`config.mk`:
```
export PLATFORM = sky130hd
export DESIGN_NAME = intr_daisy_chain
export DESIGN_NICKNAME = d
export VERILOG_FILES = /design/src/rtl/intr_chain_pkg.sv /design/src/rtl/intr_rst_sync.sv /design/src/rtl/intr_dev_stage.sv /design/src/rtl/intr_bus_mux.sv /design/src/rtl/intr_vector_unit.sv /design/src/rtl/intr_daisy_chain.sv
export SDC_FILE = /design/constraint.sdc
export NUM_CORES = 1
export LEC_CHECK = 0
export ABC_AREA = 1
export ABC_CLOCK_PERIOD_IN_PS = 1800
export BUFFER_PORTS_ARGS = -buffer_cell sky130_fd_sc_hd__buf_4
export CAP_MARGIN = 30
export CORE_UTILIZATION = 45
export DETAILED_ROUTE_END_ITERATION = 8
export PLACE_DENSITY_LB_ADDON = 0.1
export SLEW_MARGIN = 15
export SYNTH_ARGS = -nofsm -noshare
export SYNTH_HDL_FRONTEND = slang
export SYNTH_SLANG_ARGS = --single-unit
```
`constraint.sdc`:
```
create_clock -name clk -period 1.8 [get_ports clk]
set_input_delay 0.18 -clock clk [delete_from_list [all_inputs] [get_ports clk]]
set_output_delay 0.18 -clock clk [all_outputs]
set_load 0.03 [all_outputs]
```
`src/rtl/intr_chain_pkg.sv`:
```
package intr_chain_pkg;
  localparam int DEF_N_DEV    = 4;
  localparam int DEF_CODE_W   = 4;
  localparam int DEF_ADDR_W   = 16;
  localparam int VEC_SHIFT    = 2;
  localparam logic [DEF_ADDR_W-1:0] DEF_VEC_BASE = 16'h0100;
  localparam logic [DEF_N_DEV*DEF_CODE_W-1:0] DEF_DEV_CODES = 16'hC5A3;
endpackage

```
`src/rtl/intr_rst_sync.sv`:
```
module intr_rst_sync (
  input  logic clk,
  input  logic rst_n,
  output logic rst_n_sync
);
  logic stage_q;

  always_ff @(posedge clk or negedge rst_n) begin
    if (!rst_n) begin
      stage_q    <= 1'b0;
      rst_n_sync <= 1'b0;
    end else begin
      stage_q    <= 1'b1;
      rst_n_sync <= stage_q;
    end
  end
endmodule

```
`src/rtl/intr_dev_stage.sv`:
```
module intr_dev_stage #(
  parameter int                CODE_W = 4,
  parameter logic [CODE_W-1:0] CODE   = '0
) (
  input  logic              clk,
  input  logic              rst_n,
  input  logic              raise_i,
  input  logic              ack_in_i,
  output logic              ack_out_o,
  output logic              drive_o,
  output logic              pend_o,
  output logic [CODE_W-1:0] code_o
);
  logic pend_q;
  logic pend_d;
  logic pend_en;

  // A pending device swallows the acknowledge; an idle one forwards it.
  always_comb begin
    drive_o   = ack_in_i & pend_q;
    ack_out_o = ack_in_i & ~pend_q;
    code_o    = CODE;
    pend_o    = pend_q;
  end

  // A raise wins over the release caused by its own claim.
  always_comb begin
    pend_en = raise_i | drive_o;
    pend_d  = raise_i;
  end

  always_ff @(posedge clk or negedge rst_n) begin
    if (!rst_n) begin
      pend_q <= 1'b0;
    end else if (pend_en) begin
      pend_q <= pend_d;
    end
  end

  AST_RAISE_SETS: assert property (@(posedge clk) disable iff (!rst_n)
    raise_i |=> pend_o);
  AST_CLAIM_RELEASES: assert property (@(posedge clk) disable iff (!rst_n)
    (drive_o && !raise_i) |=> !pend_o);
  AST_RECLAIM_KEEPS: assert property (@(posedge clk) disable iff (!rst_n)
    (drive_o && raise_i) |=> pend_o);
endmodule

```
`src/rtl/intr_bus_mux.sv`:
```
module intr_bus_mux #(
  parameter int N_DEV  = 4,
  parameter int CODE_W = 4
) (
  input  logic [N_DEV-1:0]        drive_i,
  input  logic [N_DEV*CODE_W-1:0] codes_i,
  output logic [CODE_W-1:0]       bus_o
);
  // Models the tristated data lines: only enabled drivers contribute.
  always_comb begin
    bus_o = '0;
    for (int i = 0; i < N_DEV; i++) begin
      if (drive_i[i]) begin
        bus_o = bus_o | codes_i[i*CODE_W +: CODE_W];
      end
    end
  end

  always_comb begin
    if (drive_i == '0) begin
      AST_IDLE_BUS_ZERO: assert (bus_o == '0);
    end
  end
endmodule

```
`src/rtl/intr_vector_unit.sv`:
```
module intr_vector_unit #(
  parameter int                CODE_W   = 4,
  parameter int                ADDR_W   = 16,
  parameter int                SHIFT    = 2,
  parameter logic [ADDR_W-1:0] VEC_BASE = 16'h0100
) (
  input  logic              clk,
  input  logic              rst_n,
  input  logic              ack_i,
  input  logic              unclaimed_i,
  input  logic [CODE_W-1:0] bus_i,
  output logic [ADDR_W-1:0] vec_o,
  output logic              spur_o
);
  localparam int LOW_W = CODE_W + SHIFT;

  logic [ADDR_W-1:0] vec_q;
  logic [ADDR_W-1:0] vec_d;
  logic              spur_q;
  logic              spur_d;
  logic              cap_en;

  always_comb begin
    cap_en = ack_i;
    vec_d  = {VEC_BASE[ADDR_W-1:LOW_W], bus_i, {SHIFT{1'b0}}};
    spur_d = unclaimed_i;
  end

  always_ff @(posedge clk or negedge rst_n) begin
    if (!rst_n) begin
      vec_q  <= VEC_BASE;
      spur_q <= 1'b0;
    end else if (cap_en) begin
      vec_q  <= vec_d;
      spur_q <= spur_d;
    end
  end

  assign vec_o  = vec_q;
  assign spur_o = spur_q;

  AST_VEC_HOLDS: assert property (@(posedge clk) disable iff (!rst_n)
    !ack_i |=> $stable(vec_o));
  AST_SPUR_ON_UNCLAIMED: assert property (@(posedge clk) disable iff (!rst_n)
    (ack_i && unclaimed_i) |=> (spur_o && vec_o == VEC_BASE));
  AST_SPUR_CLEARS: assert property (@(posedge clk) disable iff (!rst_n)
    (ack_i && !unclaimed_i) |=> !spur_o);
endmodule

```
`src/rtl/intr_daisy_chain.sv`:
```
module intr_daisy_chain #(
  parameter int N_DEV  = intr_chain_pkg::DEF_N_DEV,
  parameter int CODE_W = intr_chain_pkg::DEF_CODE_W,
  parameter int ADDR_W = intr_chain_pkg::DEF_ADDR_W,
  parameter logic [ADDR_W-1:0]       VEC_BASE  = intr_chain_pkg::DEF_VEC_BASE,
  parameter logic [N_DEV*CODE_W-1:0] DEV_CODES = intr_chain_pkg::DEF_DEV_CODES
) (
  input  logic              clk,
  input  logic              rst_n,
  input  logic [N_DEV-1:0]  raise_i,
  input  logic              ack_i,
  output logic              irq_n_o,
  output logic [N_DEV-1:0]  bus_drive_o,
  output logic [CODE_W-1:0] data_bus_o,
  output logic [ADDR_W-1:0] vec_addr_o,
  output logic              spurious_o
);
  logic                    rst_n_int;
  logic [N_DEV:0]          ack_link;
  logic [N_DEV-1:0]        drive;
  logic [N_DEV-1:0]        pend;
  logic [N_DEV*CODE_W-1:0] codes;

  intr_rst_sync i_rst_sync (
    .clk        (clk),
    .rst_n      (rst_n),
    .rst_n_sync (rst_n_int)
  );

  assign ack_link[0] = ack_i;

  for (genvar k = 0; k < N_DEV; k++) begin : g_dev
    intr_dev_stage #(
      .CODE_W (CODE_W),
      .CODE   (DEV_CODES[k*CODE_W +: CODE_W])
    ) i_stage (
      .clk       (clk),
      .rst_n     (rst_n_int),
      .raise_i   (raise_i[k]),
      .ack_in_i  (ack_link[k]),
      .ack_out_o (ack_link[k+1]),
      .drive_o   (drive[k]),
      .pend_o    (pend[k]),
      .code_o    (codes[k*CODE_W +: CODE_W])
    );

    localparam logic [N_DEV-1:0] NEARER = N_DEV'((1 << k) - 1);
    AST_CHAIN_PRIORITY: assert property (@(posedge clk) disable iff (!rst_n_int)
      drive[k] |-> ((pend & NEARER) == '0));
  end

  intr_bus_mux #(
    .N_DEV  (N_DEV),
    .CODE_W (CODE_W)
  ) i_bus_mux (
    .drive_i (drive),
    .codes_i (codes),
    .bus_o   (data_bus_o)
  );

  // The acknowledge leaving the last device means nobody took it.
  intr_vector_unit #(
    .CODE_W   (CODE_W),
    .ADDR_W   (ADDR_W),
    .SHIFT    (intr_chain_pkg::VEC_SHIFT),
    .VEC_BASE (VEC_BASE)
  ) i_vector (
    .clk         (clk),
    .rst_n       (rst_n_int),
    .ack_i       (ack_i),
    .unclaimed_i (ack_link[N_DEV]),
    .bus_i       (data_bus_o),
    .vec_o       (vec_addr_o),
    .spur_o      (spurious_o)
  );

  assign irq_n_o     = ~(|pend);
  assign bus_drive_o = drive;

  AST_SINGLE_DRIVER: assert property (@(posedge clk) disable iff (!rst_n_int)
    (|bus_drive_o) |-> ($countones(bus_drive_o) == 1));
  AST_PENDING_CLAIMED: assert property (@(posedge clk) disable iff (!rst_n_int)
    (ack_i && !irq_n_o) |-> ($countones(bus_drive_o) == 1));
  AST_NO_ACK_NO_DRIVE: assert property (@(posedge clk) disable iff (!rst_n_int)
    (!ack_i || irq_n_o) |-> (bus_drive_o == '0));
endmodule

```
==> results of run 1 <==
-- where the power goes --
part | switching [uW] | leakage (uW) | internal [uW] | total, uW
registers | 11.3 | 0.000121 | 259 | 270
logic | 87.8 | 0.000306 | 37.3 | 125
clock network | 86.2 | 0.0000150 | 86.0 | 172
-- cell usage in the layout, fill, tap and decap left out --
cell type / netlist / final
buf_4: 16 / 20
nor2_4: 1 / 1
nand3_1: 2 / 2
clkbuf_1: 0 / 1
o211ai_1: 1 / 1
dlygate4sd3_1: 0 / 1
a21oi_1: 1 / 1
inv_1: 9 / 9
nor2_1: 7 / 7
o21bai_1: 3 / 3
o21ai_2: 1 / 1
nand2_1: 15 / 15
clkbuf_4: 0 / 3
inv_2: 1 / 1
dfrtp_1: 11 / 11
conb_1: 2 / 13
-- timing repair --
| item | CTS | global route |
|---|---|---|
| endpoints found under the hold margin | 2 | 0 |
| hold buffers | 1 | 0 |
| setup buffers | 0 | 0 |
-- layout make-up --
class,count,area share
multi-input cells,44,0.275
inverters,10,0.0526
well taps,14,0.0246
repair buffers,21,0.225
flip-flops and latches,11,0.386
clock buffers,4,0.0368
-- cell usage after synthesis --
cell type,number
conb_1,2
o21bai_1,3
o21ai_2,1
nand2_1,15
dfrtp_1,11
nor2_1,7
inv_1,9
nor2_4,1
o211ai_1,1
inv_2,1
nand3_1,2
a21oi_1,1
buf_4,16
-- final timing paths --
kind                                                     startpoint                             endpoint  slack [ns]  depth (start not counted)
worst max-delay path            g_dev[0].i_stage.pend_o$_DFFE_PN0P_                        data_bus_o[0]        0.27                          6
min in group asynchronous           i_rst_sync.rst_n_sync$_DFF_PN0_  g_dev[1].i_stage.pend_o$_DFFE_PN0P_        0.15                          0
worst min-delay path                                     raise_i[3]  g_dev[3].i_stage.pend_o$_DFFE_PN0P_        0.09                          3
max in group asynchronous           i_rst_sync.rst_n_sync$_DFF_PN0_        i_vector.vec_o[4]$_DFFE_PN0P_        1.39                          0
worst min register to register      i_rst_sync.rst_n_sync$_DFF_PN0_  g_dev[1].i_stage.pend_o$_DFFE_PN0P_        0.15                          0
worst max register to register  g_dev[0].i_stage.pend_o$_DFFE_PN0P_  g_dev[2].i_stage.pend_o$_DFFE_PN0P_        0.84                          4
-- logic make-up (layout without fill, tap and decap cells) --
logic type | count (synthesis) | in the layout | synth area share
other | 2 | 13 | 0.0128
flip-flops | 11 | 11 | 0.468
buffers and inverters | 26 | 35 | 0.268
AND/OR/NAND/NOR | 25 | 25 | 0.177
AO/OA/AOI/OAI | 6 | 6 | 0.0745
-- through the flow --
| step | instance area [um^2] | util | worst slack [ns] | hold WS (ns) | total power, uW |
|---|---|---|---|---|---|
| final | 713 | 0.617 | 0.266 | 0.0939 | 568 |
| after detailed placement | 677 | 0.585 | 0.564 | -0.0362 | 399 |
| after floorplan | 629 | - | 0.611 | -0.116 | 383 |
| after CTS | 713 | 0.617 | 0.254 | 0.0878 | 575 |
| after global placement | 677 | 0.585 | 0.602 | -0.0367 | 398 |
| after global routing | 713 | 0.617 | 0.0860 | 0.0827 | 604 |
-- state kept, by name, indices dropped and copies added (netlist names) --
name,flops
g_dev.i_stage.pend_o,4
i_vector.vec_o,4
i_rst_sync.rst_n_sync,1
i_rst_sync.stage_q,1
i_vector.spur_o,1
-- per-layer routing --
metal	vias to the layer above	track usage
li1	219	-
met1	193	0.188
met2	21	0.229
met3	4	0.0930
met4	0	0.107
met5	-	0
-- tightest hold or removal path, delay by kind of cell --
kind | cells | cell delay, ns
and+or+nand+nor | 1 | 0.05
buffers and inverters | 2 | 0.11
==> results.md, run 1 <==
- Status: complete, no violations
- First-pass GRT wire length: 1500 um
- Top Ports: 33
- Yosys cell types: 13
- Storage element area: 275 um^2
- Period utilization: 0.852
- Share of the synthesized area in the top cell type: 0.468
- Max stage delay on crit path: 0.42 ns
- GRT overflow: 0
- Synth area leaders: dfrtp_1, buf_4, nand2_1
- TritonCTS clock tree: built
- Cell taking the most area after synthesis: dfrtp_1
- CTS H-tree lvls: 1
- Critical Path Most Common Cell: nand2_1
- Layout area overhead: 21.3%
- Yosys Warn Count: 0
- Slowest CP cell: dfrtp_1
- M1 wire length: 416 um
- Vias per cell: 4.20
- Initial antenna violation count: 0
- Setup-failing EPs final: 0
- N_diodes: 0
- GR Util All Layers: 0.164
- Leakage power: 0.000442 uW
- Starting DRT DRC Count: 11
- Final Critical Period: 1.53 ns
- CP Cell Sequence: inv_1 > nand2_1 > nor2_1 > nand2_1 > nand2_1 > buf_4
- Total wire length: 921 um
- DR pass1 iterations: 4
- Slew Limit Fails: 0
- DRC Markers: 0
- Routed met3 length: 76 um
- Nets: 98
- Arrival time worst endpoint: 1.35 ns
- CP top delay family: flip-flops
- Starting density of the core: 0.509
- WP buf/inv: 2
- Root Driver: clkbuf_4
- Fin cells: 104
- Worst Path Max Fanout: 3
- Final TNS setup: 0 ns
- Post-DP HPWL: 704 um
- Sequential share of the synthesized area: 0.468
- Syn avg cell area: 8.40 um^2
- Max VDD drop: 0.000461 V
- Setup Crit Path Kind: register to output port
- Worst setup SP type: register
- Multi-input combinational cell area: 196 um^2
- Total of max-cap violations: 0
- Share of cells above drive strength 1: 0.289
- Crit path required time: 1.62 ns
- Routed WL per cell: 8.86 um
- Worst Hold Class: input port to register
- Die footprint: 1460 um^2
- CP Capture Type: output port
- Overall die height: 38.2 um
- Met2 wire length: 412 um
- Final ANT Viol Nets: 0
- Setup Skew: 0.00216 ns
- RePlAce Congestion: 0.752
- Clk sinks: 11
- Power density over cell area: 796 nW/um^2
- Synthesis-stage register bit count: 11
- Cells after DPL: 99
- Core area: 1160 um^2
- Post_cts resized: 0
- FMAX: 652 MHz
- Fillers: 113
- Buffers on Ports: 20
- Clock buffer count from CTS: 3
- Clock transition at path regs: 0.07 ns
- Vias in the first global route: 358
- Top sig layer: met4
- Via count: 437
- RSZ-0062 raised after global routing: no
- Rows: 12
- Synthesized instance count: 70
- Worst-Skew Late Latency: 0.27 ns
- Die Wd: 38.2 um
- Pin count of the biggest net entering global routing: 10
- Final Hold Viols: 0
- Clock Path Buffers: 2
- Synthesized area: 588 um^2
(Power assumes the default switching activity.)
==> inputs of run 2 (changes only) <==
Settings changed: ABC_CLOCK_PERIOD_IN_PS 1800 to 1500, CORE_UTILIZATION 45 to 41, PLACE_DENSITY from default to 0.75, PLACE_DENSITY_LB_ADDON 0.1 to default.
Clock period 1.8 ns to 1.5 ns, I/O delays scaled along.
==> results.md, run 2 (synthesis gave the netlist of run 1 again) <==
- Status: complete, no violations
- Setup Crit Path Kind: register to output port
- Nets: 99
- Setup-failing EPs final: 0
- DRC Markers: 0
- Clock buffer count from CTS: 3
- Starting density of the core: 0.446
- Buffers on Ports: 20
- Pin count of the biggest net entering global routing: 10
- Clock Path Buffers: 2
- Crit path required time: 1.35 ns
- GR Util All Layers: 0.152
- RePlAce Congestion: 0.805
- Total of max-cap violations: 0
- First-pass GRT wire length: 1500 um
- Routed WL per cell: 8.89 um
- Most frequent cells in the layout: buf_4, nand2_1, conb_1, dfrtp_1, inv_1
- Die Wd: 39.9 um
- Leakage power: 0.000448 uW
- CTS H-tree lvls: 1
- Slew Limit Fails: 0
- Layout area overhead: 23.8%
- Overall die height: 39.9 um
- Vias in the first global route: 368
- Clk sinks: 11
- Fin cells: 106
- Root Driver: clkbuf_4
- CP Capture Type: output port
- Core area: 1320 um^2
- Hold slack: 0.0645 ns
- Post-DP HPWL: 743 um
- Final Hold Viols: 0
- Starting DRT DRC Count: 11
- Total power: 677 uW
- Worst Path Max Fanout: 3
- Arrival time worst endpoint: 1.25 ns
- Final ANT Viol Nets: 0
- N_diodes: 0
- Initial antenna violation count: 0
- Cells after DPL: 100
- Final Critical Period: 1.40 ns
- Power density over cell area: 929 nW/um^2
- Vias per cell: 4.16
- Setup Skew: 0.00483 ns
- TritonCTS clock tree: built
- RSZ-0062 raised after global routing: no
- Worst-Skew Late Latency: 0.27 ns
- DR pass1 iterations: 3
- Via count: 441
- Period utilization: 0.936
- FMAX: 712 MHz
- Worst setup SP type: register
- Worst Hold Class: input port to register
- Most common cell after layout, fill and taps aside: buf_4
- Top Ports: 33
- Max VDD drop: 0.000600 V
- GRT overflow: 0
- Die footprint: 1590 um^2
- Total wire length: 942 um
- Rows: 13
- Clock transition at path regs: 0.07 ns
- Final TNS setup: 0 ns
- Share of cells above drive strength 1: 0.341
==> run 2: cell types whose count changed in the layout (fill, tap and decap cells not counted) <==
cell / delta
buf_4: +1
clkbuf_1: -1
clkinv_2: +1
inv_1: -1
inv_2: +1
nor2_1: -2
nor2_2: +2
==> run 2: worst max-delay path: stages, from the launching register on <==
cell	delay (ns)
dfrtp_1	0.43
inv_2	0.08
nand2_1	0.07
nor2_2	0.12
nand2_1	0.07
nand2_1	0.06
buf_4	0.15
==> run 2: repair_timing <==
item	CTS	global route
buffers inserted	0	1
setup endpoints to repair	0	5
hold endpoints to repair	2	0
hold buffers	1	0
gates resized for setup	0	3
==> run 2: through the flow <==
| step | utilization | setup slack (ns) | area (um^2) |
|---|---|---|---|
| detailed placement | 0.515 | 0.315 | 678 |
| floorplan | - | 0.341 | 629 |
| global route | 0.553 | 0.000359 | 728 |
| finish | 0.553 | 0.0960 | 728 |
| CTS | 0.543 | 0.00651 | 716 |
| global placement | 0.515 | 0.345 | 678 |
==> run 2: path summary, 6_finish.rpt <==
path	from	endpoint	slack [ns]	depth (start not counted)
max	g_dev[0].i_stage.pend_o$_DFFE_PN0P_	data_bus_o[0]	0.1	6
min	raise_i[3]	g_dev[3].i_stage.pend_o$_DFFE_PN0P_	0.06	3
max reg2reg	g_dev[0].i_stage.pend_o$_DFFE_PN0P_	g_dev[2].i_stage.pend_o$_DFFE_PN0P_	0.51	5
min reg2reg	i_rst_sync.rst_n_sync$_DFF_PN0_	g_dev[2].i_stage.pend_o$_DFFE_PN0P_	0.15	0
max in group asynchronous	i_rst_sync.rst_n_sync$_DFF_PN0_	i_vector.vec_o[5]$_DFFE_PN0P_	1.09	0
min in group asynchronous	i_rst_sync.rst_n_sync$_DFF_PN0_	g_dev[2].i_stage.pend_o$_DFFE_PN0P_	0.15	0
==> run 2: layer usage <==
layer	global-route usage	up-vias	routed length, um
li1	-	220	-
met1	0.178	198	369
met2	0.226	23	468
met3	0.108	0	104
met4	0.0259	0	0
met5	0	-	0
==> run 2: cell type report <==
cell class	count	area [um^2]
Clock inverter	1	5.00
Multi-Input combinational cell	44	201
Clock buffer	3	22.5
Tap cell	15	18.8
Fill cell	136	589
Timing Repair Buffer	22	168
Inverter	10	37.5
Sequential cell	11	275
==> run 2: power breakdown <==
group | internal [uW] | switching [uW] | total [uW]
clock network | 98.7 | 101 | 200
logic | 45.6 | 106 | 151
registers | 311 | 14.5 | 325
total | 455 | 222 | 677
